[src/rtl/commit_pkg.sv]
package commit_pkg;

    typedef enum logic [1:0] {
        TS_IDLE   = 2'd0,
        TS_RUN    = 2'd1,
        TS_SQUASH = 2'd2,
        TS_TRAP   = 2'd3
    } thr_state_e;

    typedef enum logic [1:0] {
        EK_PLAIN  = 2'd0,
        EK_STORE  = 2'd1,
        EK_LOAD   = 2'd2,
        EK_SERIAL = 2'd3
    } entry_kind_e;

endpackage

[src/rtl/commit_head_scan.sv]
module commit_head_scan
    import commit_pkg::*;
#(
    parameter int CW    = 2,
    parameter int SEQ_W = 8,
    parameter int RC_W  = 2
) (
    input  logic [CW-1:0]            hv,
    input  logic [CW-1:0]            hx,
    input  logic [CW-1:0]            hf,
    input  logic [CW-1:0]            hc,
    input  logic [CW-1:0][1:0]       hk,
    input  logic [CW-1:0][SEQ_W-1:0] hs,
    input  logic                     wb_pend,
    output logic [RC_W-1:0]          ret_n,
    output logic                     trap_req,
    output logic                     ns_req,
    output logic                     ns_unc,
    output logic [SEQ_W-1:0]         ns_seq_o,
    output logic                     st_ret
);

    // Walk the head window in order; the first blocker ends the walk.
    always_comb begin
        logic halt;
        halt     = 1'b0;
        ret_n    = '0;
        trap_req = 1'b0;
        ns_req   = 1'b0;
        ns_unc   = 1'b0;
        ns_seq_o = '0;
        st_ret   = 1'b0;
        for (int i = 0; i < CW; i++) begin
            if (!halt) begin
                if (!hv[i]) begin
                    halt = 1'b1;
                end else if (!hx[i]) begin
                    halt = 1'b1;
                    // serialized or uncached send-back
                    if (hc[i] && (hk[i] == EK_SERIAL || hk[i] == EK_LOAD) &&
                        ret_n == '0 && !wb_pend) begin
                        ns_req   = 1'b1;
                        ns_unc   = (hk[i] == EK_LOAD);
                        ns_seq_o = hs[i];
                    end
                end else if (hf[i]) begin
                    halt = 1'b1;
                    // trap only as the first entry with stores drained
                    if (ret_n == '0 && !wb_pend) begin
                        trap_req = 1'b1;
                    end
                end else begin
                    ret_n = ret_n + RC_W'(1);
                    if (hk[i] == EK_STORE) begin
                        st_ret = 1'b1;
                    end
                end
            end
        end
    end

endmodule

[src/rtl/commit_thread_ctl.sv]
module commit_thread_ctl
    import commit_pkg::*;
#(
    parameter int SEQ_W = 8,
    parameter int LAT_W = 4
) (
    input  logic             clk,
    input  logic             rst_n,
    input  logic             active,
    input  logic [LAT_W-1:0] trap_latency,
    input  logic             scan_trap,
    input  logic             scan_any_ret,
    input  logic             head0_valid,
    input  logic [SEQ_W-1:0] head0_seq,
    input  logic             sq_done,
    input  logic             ex_req,
    input  logic [SEQ_W-1:0] ex_seq,
    input  logic             ex_incl,
    input  logic             ctx_req,
    input  logic             ren_valid,
    input  logic             ren_squashed,
    output logic [1:0]       state_o,
    output logic             retire_en,
    output logic             trap_take,
    output logic             sq_valid,
    output logic             sq_all,
    output logic [SEQ_W-1:0] sq_seq,
    output logic             ins_accept,
    output logic             changed
);

    typedef struct packed {
        thr_state_e       st;
        logic [LAT_W-1:0] tmr;
    } ctl_regs_t;

    ctl_regs_t ctl_q, ctl_d;

    logic fire, ctx_go, ex_go, can_squash;

    always_comb begin
        ctl_d = ctl_q;

        // trap event expires: squash the whole thread
        fire       = (ctl_q.st == TS_TRAP) && (ctl_q.tmr <= LAT_W'(1));
        can_squash = (ctl_q.st == TS_RUN) || (ctl_q.st == TS_SQUASH);
        ctx_go     = ctx_req && can_squash;
        ex_go      = ex_req && can_squash && !ctx_go;

        sq_valid = fire || ctx_go || ex_go;
        sq_all   = fire || ctx_go;
        if (sq_all) begin
            sq_seq = head0_valid ? (head0_seq - SEQ_W'(1)) : '0;
        end else if (ex_go) begin
            sq_seq = ex_seq - {{(SEQ_W-1){1'b0}}, ex_incl};
        end else begin
            sq_seq = '0;
        end

        retire_en  = (ctl_q.st == TS_RUN) && !sq_valid;
        trap_take  = retire_en && scan_trap;
        ins_accept = ren_valid && !ren_squashed &&
                     (ctl_q.st == TS_IDLE || ctl_q.st == TS_RUN);
        changed    = ins_accept || (retire_en && scan_any_ret) || sq_valid;

        unique case (ctl_q.st)
            TS_IDLE: begin
                if (active) ctl_d.st = TS_RUN;
            end
            TS_RUN: begin
                if (sq_valid) begin
                    ctl_d.st = TS_SQUASH;
                end else if (trap_take) begin
                    ctl_d.st  = TS_TRAP;
                    ctl_d.tmr = (trap_latency == '0) ? LAT_W'(1) : trap_latency;
                end
            end
            TS_SQUASH: begin
                if (!sq_valid && sq_done) ctl_d.st = TS_RUN;
            end
            TS_TRAP: begin
                if (fire) begin
                    ctl_d.st = TS_SQUASH;
                end else begin
                    ctl_d.tmr = ctl_q.tmr - LAT_W'(1);
                end
            end
            default: ctl_d.st = TS_IDLE;
        endcase
    end

    always_ff @(posedge clk) begin
        if (!rst_n) begin
            ctl_q.st  <= TS_IDLE;
            ctl_q.tmr <= '0;
        end else begin
            ctl_q <= ctl_d;
        end
    end

    assign state_o = ctl_q.st;

endmodule

[src/rtl/commit_occ_report.sv]
module commit_occ_report #(
    parameter int DEPTH = 8,
    parameter int CNT_W = 4
) (
    input  logic             clk,
    input  logic             rst_n,
    input  logic             changed,
    input  logic [CNT_W-1:0] occ,
    input  logic             wb_pend,
    input  logic             store_ret,
    output logic             free_upd,
    output logic [CNT_W-1:0] free_cnt,
    output logic             empty_upd
);

    typedef struct packed {
        logic             chg;
        logic             echk;
        logic             free_upd;
        logic             empty_upd;
        logic [CNT_W-1:0] free_cnt;
    } rep_regs_t;

    rep_regs_t rep_q, rep_d;
    logic      occ_zero, chk_eff, emp_now;

    always_comb begin
        rep_d    = rep_q;
        occ_zero = (occ == '0);
        // a count change seen at zero occupancy arms the empty check
        chk_eff  = rep_q.echk || (rep_q.chg && occ_zero);
        emp_now  = chk_eff && occ_zero && !wb_pend && !store_ret;

        rep_d.chg       = changed;
        rep_d.free_upd  = rep_q.chg;
        rep_d.free_cnt  = rep_q.chg ? (CNT_W'(DEPTH) - occ) : rep_q.free_cnt;
        rep_d.empty_upd = emp_now;
        rep_d.echk      = chk_eff && !emp_now;
    end

    always_ff @(posedge clk) begin
        if (!rst_n) begin
            rep_q <= '0;
        end else begin
            rep_q <= rep_d;
        end
    end

    assign free_upd  = rep_q.free_upd;
    assign free_cnt  = rep_q.free_cnt;
    assign empty_upd = rep_q.empty_upd;

endmodule

[src/rtl/commit_ctrl.sv]
module commit_ctrl
    import commit_pkg::*;
#(
    parameter  int NT    = 2,
    parameter  int CW    = 2,
    parameter  int SEQ_W = 8,
    parameter  int DEPTH = 8,
    parameter  int LAT_W = 4,
    localparam int CNT_W = $clog2(DEPTH + 1),
    localparam int RC_W  = $clog2(CW + 1)
) (
    input  logic                             clk,
    input  logic                             rst_n,
    input  logic [NT-1:0]                    thr_active,
    input  logic [LAT_W-1:0]                 trap_latency,
    input  logic                             st_wb_pending,
    input  logic [NT-1:0][CW-1:0]            head_valid,
    input  logic [NT-1:0][CW-1:0]            head_exec,
    input  logic [NT-1:0][CW-1:0]            head_fault,
    input  logic [NT-1:0][CW-1:0]            head_commitable,
    input  logic [NT-1:0][CW-1:0][1:0]       head_kind,
    input  logic [NT-1:0][CW-1:0][SEQ_W-1:0] head_seq,
    input  logic [NT-1:0][CNT_W-1:0]         rob_occ,
    input  logic [NT-1:0]                    rob_sq_done,
    input  logic [NT-1:0]                    ex_sq_req,
    input  logic [NT-1:0][SEQ_W-1:0]         ex_sq_seq,
    input  logic [NT-1:0]                    ex_sq_incl,
    input  logic [NT-1:0]                    ctx_sq_req,
    input  logic [NT-1:0]                    ren_valid,
    input  logic [NT-1:0]                    ren_squashed,
    output logic [NT-1:0][1:0]               thr_state,
    output logic [NT-1:0][RC_W-1:0]          retire_cnt,
    output logic [NT-1:0]                    trap_take,
    output logic [NT-1:0]                    ns_valid,
    output logic [NT-1:0][SEQ_W-1:0]         ns_seq,
    output logic [NT-1:0]                    ns_uncached,
    output logic [NT-1:0]                    sq_valid,
    output logic [NT-1:0]                    sq_all,
    output logic [NT-1:0][SEQ_W-1:0]         sq_seq,
    output logic [NT-1:0]                    ins_accept,
    output logic [NT-1:0]                    free_upd,
    output logic [NT-1:0][CNT_W-1:0]         free_cnt,
    output logic [NT-1:0]                    empty_upd
);

    for (genvar t = 0; t < NT; t++) begin : g_thr
        logic [RC_W-1:0]  scan_n;
        logic             scan_trap, scan_ns, scan_unc, scan_st;
        logic [SEQ_W-1:0] scan_ns_seq;
        logic             ret_en, chg;

        commit_head_scan #(
            .CW    (CW),
            .SEQ_W (SEQ_W),
            .RC_W  (RC_W)
        ) u_scan (
            .hv       (head_valid[t]),
            .hx       (head_exec[t]),
            .hf       (head_fault[t]),
            .hc       (head_commitable[t]),
            .hk       (head_kind[t]),
            .hs       (head_seq[t]),
            .wb_pend  (st_wb_pending),
            .ret_n    (scan_n),
            .trap_req (scan_trap),
            .ns_req   (scan_ns),
            .ns_unc   (scan_unc),
            .ns_seq_o (scan_ns_seq),
            .st_ret   (scan_st)
        );

        commit_thread_ctl #(
            .SEQ_W (SEQ_W),
            .LAT_W (LAT_W)
        ) u_ctl (
            .clk          (clk),
            .rst_n        (rst_n),
            .active       (thr_active[t]),
            .trap_latency (trap_latency),
            .scan_trap    (scan_trap),
            .scan_any_ret (scan_n != '0),
            .head0_valid  (head_valid[t][0]),
            .head0_seq    (head_seq[t][0]),
            .sq_done      (rob_sq_done[t]),
            .ex_req       (ex_sq_req[t]),
            .ex_seq       (ex_sq_seq[t]),
            .ex_incl      (ex_sq_incl[t]),
            .ctx_req      (ctx_sq_req[t]),
            .ren_valid    (ren_valid[t]),
            .ren_squashed (ren_squashed[t]),
            .state_o      (thr_state[t]),
            .retire_en    (ret_en),
            .trap_take    (trap_take[t]),
            .sq_valid     (sq_valid[t]),
            .sq_all       (sq_all[t]),
            .sq_seq       (sq_seq[t]),
            .ins_accept   (ins_accept[t]),
            .changed      (chg)
        );

        commit_occ_report #(
            .DEPTH (DEPTH),
            .CNT_W (CNT_W)
        ) u_rep (
            .clk       (clk),
            .rst_n     (rst_n),
            .changed   (chg),
            .occ       (rob_occ[t]),
            .wb_pend   (st_wb_pending),
            .store_ret (ret_en && scan_st),
            .free_upd  (free_upd[t]),
            .free_cnt  (free_cnt[t]),
            .empty_upd (empty_upd[t])
        );

        assign retire_cnt[t]  = ret_en ? scan_n : '0;
        assign ns_valid[t]    = ret_en && scan_ns;
        assign ns_uncached[t] = ret_en && scan_ns && scan_unc;
        assign ns_seq[t]      = scan_ns_seq;
    end

endmodule

[config.mk]
export PLATFORM = sky130hd
export DESIGN_NAME = commit_ctrl
export DESIGN_NICKNAME = d
export VERILOG_FILES = /design/src/rtl/commit_pkg.sv /design/src/rtl/commit_head_scan.sv /design/src/rtl/commit_thread_ctl.sv /design/src/rtl/commit_occ_report.sv /design/src/rtl/commit_ctrl.sv
export SDC_FILE = /design/constraint.sdc
export NUM_CORES = 1
export LEC_CHECK = 0
export BUFFER_PORTS_ARGS = -buffer_cell sky130_fd_sc_hd__buf_2
export CELL_PAD_IN_SITES_DETAIL_PLACEMENT = 0
export CELL_PAD_IN_SITES_GLOBAL_PLACEMENT = 1
export CORE_ASPECT_RATIO = 1.2
export CORE_MARGIN = 2
export CORE_UTILIZATION = 34
export DETAILED_ROUTE_END_ITERATION = 16
export MAX_ROUTING_LAYER = met4
export PLACE_DENSITY_LB_ADDON = 0.1
export SLEW_MARGIN = 20
export SYNTH_ARGS = -nofsm -noshare
export SYNTH_HDL_FRONTEND = slang
export SYNTH_HIERARCHICAL = 1
export SYNTH_SLANG_ARGS = --single-unit
[constraint.sdc]
create_clock -name clk -period 4.7 [get_ports clk]
set_input_delay 0.94 -clock clk [delete_from_list [all_inputs] [get_ports clk]]
set_output_delay 0.94 -clock clk [all_outputs]
set_load 0.02 [all_outputs]
---- Word level (Yosys, flattened, before mapping) ----
Index checks and enable logic that the tools add are counted.
cells by class
  add/subtract/negate cells ............... 10
  order comparisons ....................... 2
  eq/ne operators ......................... 32
  mux-type cells .......................... 124
  reduce and logical (&&, ||, !) cells .... 92
operators by type and width
  kind                 count
  $mux 8               20
  $mux 1               71
  $logic_and 1x1->1    48
  $mux 2               22
  $eq 2x2->1 const B   12
  $mux 4               5
  $logic_or 1x1->1     18
  $ne 2x2->1 const B   8
  $pmux 2 s4           2
  $pmux 4 s2           2
  $reduce_and 4->1     4
  $sub 8x1->8          2
  $sub 8x1->8 const B  2
  $eq 2x1->1 const B   6
  $logic_not 4->1      3
  $mux 6               2
  $logic_not 1->1      11
  $le 4x1->1 const B   2
  $logic_not 2->1      4
  $ne 2x1->1 const B   4
  $reduce_bool 2->1    4
  $sub 4x1->4 const B  2
  $sub 4x4->4 const A  2
  $ne 3x1->1 const B   2
  $add 2x1->2 const B  2
word-level totals
  flip-flop bits (word level) ............. 28
  bits of input ports ..................... 101

---- Longest topological paths before layout ----
  depth in word-level cells ............... 15
  depth in mapped cells ................... 7
  gate-level depth less buffers ........... 7

---- Cells and area by module ----
The synthesis kept the hierarchy.
by module, submodules not included
  module                               times used  cells an instance  area each (um^2)  sequential area each (um^2)
  commit_thread_ctl at g_thr[1].u_ctl  1           122                938.4             120.1
  commit_thread_ctl at g_thr[0].u_ctl  1           120                912.1             120.1
  commit_occ_report                    2           36                 364.1             160.2
  commit_head_scan                     2           23                 157.7             0.0
  commit_ctrl                          1           12                 77.6              0.0

---- Worst setup path after synthesis ----
OpenSTA, ideal clock, no wires.
  path kind ............................... input to output
  from .................................... in ex_sq_seq[0] (netlist name)
  to ...................................... out sq_seq[7] (netlist name)
  arrival ................................. 2.088 ns
  data required time ...................... 3.760 ns
  setup slack ............................. 1.672 ns
  cell stages on the path ................. 6
  cells stage by stage .................... inv_1 ha_1 nand2b_1 or3b_1 xor2_1 o22ai_1
RTL lines
  item             RTL line           RTL
  start, declared  commit_ctrl.sv:26  input logic [NT-1:0][SEQ_W-1:0] ex_sq_seq,
  end, declared    commit_ctrl.sv:39  output logic [NT-1:0][SEQ_W-1:0] sq_seq,

==> impl_results.md <==
* Sequential fraction of the synthesis area at 0.189
* Final standard cell utilization of the core at 0.442
* Cells on Worst Hold Path at 2
* Clock tree from TritonCTS: done
* Number of buffers added to fix hold violations after cts at 0
* Number of endpoints failing setup at the final stage at 0
* Transition time at the pin with the least slew margin at 0.611 ns
* Number of DRC violations after detailed-routing iteration 0 at 105
* Fraction of the cycle the final worst path needs at 0.720
* Worst setup slack for register-to-register paths at 2.40 ns
* Post-cts resize count at 0
* Fraction of final layout cells sized beyond drive strength 1 at 0.352
* Diodes inserted at 0
* Total design power at 1.27 mW
* DIE HEIGHT at 106 µm
* Gate count of the mapped netlist at 372
* Data arrival at the endpoint of the critical path at 2.44 ns
* Worst clock skew at 0.00615 ns
* Worst min-delay path endpoint: g_thr[0].u_rep/rep_q[6]
* Type of the most critical hold path: reg2reg
* Relative slew slack at 0.593
* Worst slack on hold paths at 0.501 ns
* Setup WS pre-CTS at 1.56 ns
* Hold Fails Final Rpt at 0
* GPL Wtd Cong at 0.821
* Library cell used as clock root buffer: sky130_fd_sc_hd__clkbuf_8
* Maximum Capacitance Violations at 0
* Post-layout min period at 3.38 ns
* Register bit count reported by yosys at 28
* Fraction of post-synthesis cell area in the top cell type by area at 0.189
* Synth Cell Area at 2970 µm²
* Die area at 9510 µm²
* Floorplan core area at 8520 µm²
* Ys flop type: sky130_fd_sc_hd__dfxtp_1
* Switching share of power at 0.454
* Most used standard cells in the synthesized netlist: 31 x sky130_fd_sc_hd__inv_1, 31 x sky130_fd_sc_hd__nand2_1, 29 x sky130_fd_sc_hd__and2_1
* Placed wire-length estimate after detailed placement at 6760 µm
* Async SR Flop Fraction at 0
* Synthesized area per cell at 7.99 µm²
* Worst-path fanout max at 17
* Num ports at 165
* Clock Pin Slew Worst Setup and Hold Paths at 0.10 ns
* Clk network pwr share at 0.151
* Post-detailed-routing wire length at 8080 µm
* Worst Reg2Reg Path Length in Cells at 6
* Cell accounting for the most synthesized area: sky130_fd_sc_hd__dfxtp_1
* Cell types occupying the most area after synthesis: sky130_fd_sc_hd__dfxtp_1 19%, sky130_fd_sc_hd__ha_1 9.3%, sky130_fd_sc_hd__and2_1 6.1%, sky130_fd_sc_hd__xnor2_1 5.0%, sky130_fd_sc_hd__inv_1 3.9%
* Final-layout setup total negative slack at 0 ns
* Critical path data required time at 3.76 ns
* Syn nets at 495
* Peak VDD IR at 0.000196 V
* Maximum number of pins on one net before global-route repair at 37
* Insertion delay of the later-clocked pin in the worst-skew pair at 0.28 ns
* Remaining routing DRC violations at 0
* Comb pwr share at 0.585
* Worst reg2reg path startpoint: g_thr[1].u_ctl/state_o[0]
* Placement row count at 37
* Power share of the sequential group at 0.264
* Global-route wire length before repair at 12600 µm
* Number of warning messages in the yosys log at 6
* Total routing usage reported by global routing at 0.166
* Status: finished clean
* Post-layout net count at 624
* Total congestion overflow after global routing at 0
* Number of global-route vias before repair at 2760
* Placed instance count at 613
* Number of setup buffers added after CTS at 0
* Vias per inst at 4.82
* RSZ-0062 raised after global routing: no
* Number of clock sinks seen by CTS at 28
* Critical path type: reg2out
* Achievable clock frequency at 0.296 GHz
* Critical R2R Capture: g_thr[1].u_rep/rep_q[6]
* Synth unique cells at 59
* Number of levels the H-tree was split into at 1
* Area of all placed cells without fillers at 3770 µm²
* Cell internal power dissipation at 696 µW
* First-pass iteration count of the detailed router at 4
* Startpoint types: register
* Initial core utilization at 0.349
* Placed standard-cell area at 3690 µm²
* Number of pins exceeding their max-slew limit in the final report at 0
* Horizontal extent of the die at 89.3 µm
* Deepest clock path buffer count at 2
* Kind of capture point of the worst setup path: output pin
* Post-layout worst setup margin at 1.32 ns
* Port Buffer Count at 146
* Number of flops mapped to enable cells by yosys at 0
* Critical hold path startpoint: g_thr[0].u_rep/rep_q[6]
* Wirelength per Cell at 13.1 µm
* Pwr per Cell Area at 338 nW/µm²
* Number of CTS-inserted buffers at 3
* Static leakage at 1.80 nW
* Via total after detailed routing at 2971
* Antenna violations before repair at 0
* Post-detailed-route count of antenna-violating nets at 0
* Cell Count, Final, Fillers Out at 617
* Net switching power at 578 µW
* Area growth from synthesis to layout at 26.7%
critical path, stage by stage (launching register included):
cell and delay, ns:
sky130_fd_sc_hd__dfxtp_1 0.42, sky130_fd_sc_hd__ha_1 0.52, sky130_fd_sc_hd__or3b_4 0.49, sky130_fd_sc_hd__nor2_4 0.19, sky130_fd_sc_hd__o21ai_2 0.16, sky130_fd_sc_hd__o22ai_1 0.20, sky130_fd_sc_hd__buf_2 0.19
layer usage:
metal,vias to the layer above,part of all wire,global-route usage
li1,1550,-,-
met1,1317,0.43,0.197
met2,98,0.48,0.290
met3,6,0.075,0.0326
met4,0,0.0084,0.0309
met5,-,0,-
state kept, by name, summed over array words and instances, names as in the netlist:
| signal | count |
|---|---|
| g_thr.u_ctl/state_o | 4 |
| g_thr.u_rep/rep_q | 2 |
| g_thr.u_ctl/ctl_q | 8 |
| g_thr.u_rep/free_cnt | 8 |
| g_thr.u_rep/empty_upd | 2 |
| g_thr.u_rep/free_upd | 2 |
| g_thr.u_rep/rep_d | 2 |
worst max path at each step:
stage | start | endpoint | slack, ns | depth (start not counted)
4_1_cts | g_thr[1].u_ctl/state_o[0] | sq_seq[11] | 1.29 | 6
5_1_grt | g_thr[1].u_ctl/state_o[0] | sq_seq[11] | 1.12 | 6
2_1_floorplan | ex_sq_seq[0] | sq_seq[7] | 1.67 | 6
3_3_place_gp | ex_sq_seq[0] | sq_seq[7] | 1.57 | 8
3_5_place_dp | ex_sq_seq[4] | sq_seq[7] | 1.56 | 6
6_report | g_thr[1].u_ctl/state_o[0] | sq_seq[11] | 1.32 | 6
cell type report:
class	count	area [µm²]
multi-input combinational	291	2140
tap	117	146
clock inverter	1	30.0
inverter	31	116
timing repair buffer	146	731
sequential	28	561
clock buffer	3	41.3
fill	942	4750
cells by family (layout without fill, tap and decap cells):
group | count (synthesis) | count (layout) | share of synthesized area
XOR/XNOR | 28 | 28 | 0.0825
AO/OA/AOI/OAI | 79 | 79 | 0.208
adder cells (fa/ha/maj) | 22 | 22 | 0.0926
AND/OR/NAND/NOR | 152 | 152 | 0.304
multiplexers | 10 | 10 | 0.0337
flip-flops | 28 | 28 | 0.189
buffers and inverters | 53 | 181 | 0.0909
layout by cell type, fill, tap and decap left out, drive strengths merged, types with 5 or more instances in the layout:
master / n
dfxtp: 28
buf: 146
nor3: 10
inv: 31
o21ai: 25
nor2: 21
o21a: 6
and2: 31
nor4: 11
xnor2: 17
xor2: 11
or2: 5
nor2b: 15
nand2: 31
o22ai: 17
ha: 22
mux2i: 10
power by group through the flow:
stage          Combinational, mW  Sequential [mW]  Clock (mW)
2_1_floorplan              0.582            0.320           0
3_3_place_gp               0.747            0.340           0
3_5_place_dp               0.750            0.343           0
4_1_cts                    0.754            0.337       0.199
5_1_grt                    0.822            0.344       0.206
6_report                   0.745            0.336       0.192
Note: power is estimated with default switching activity, not from simulation.
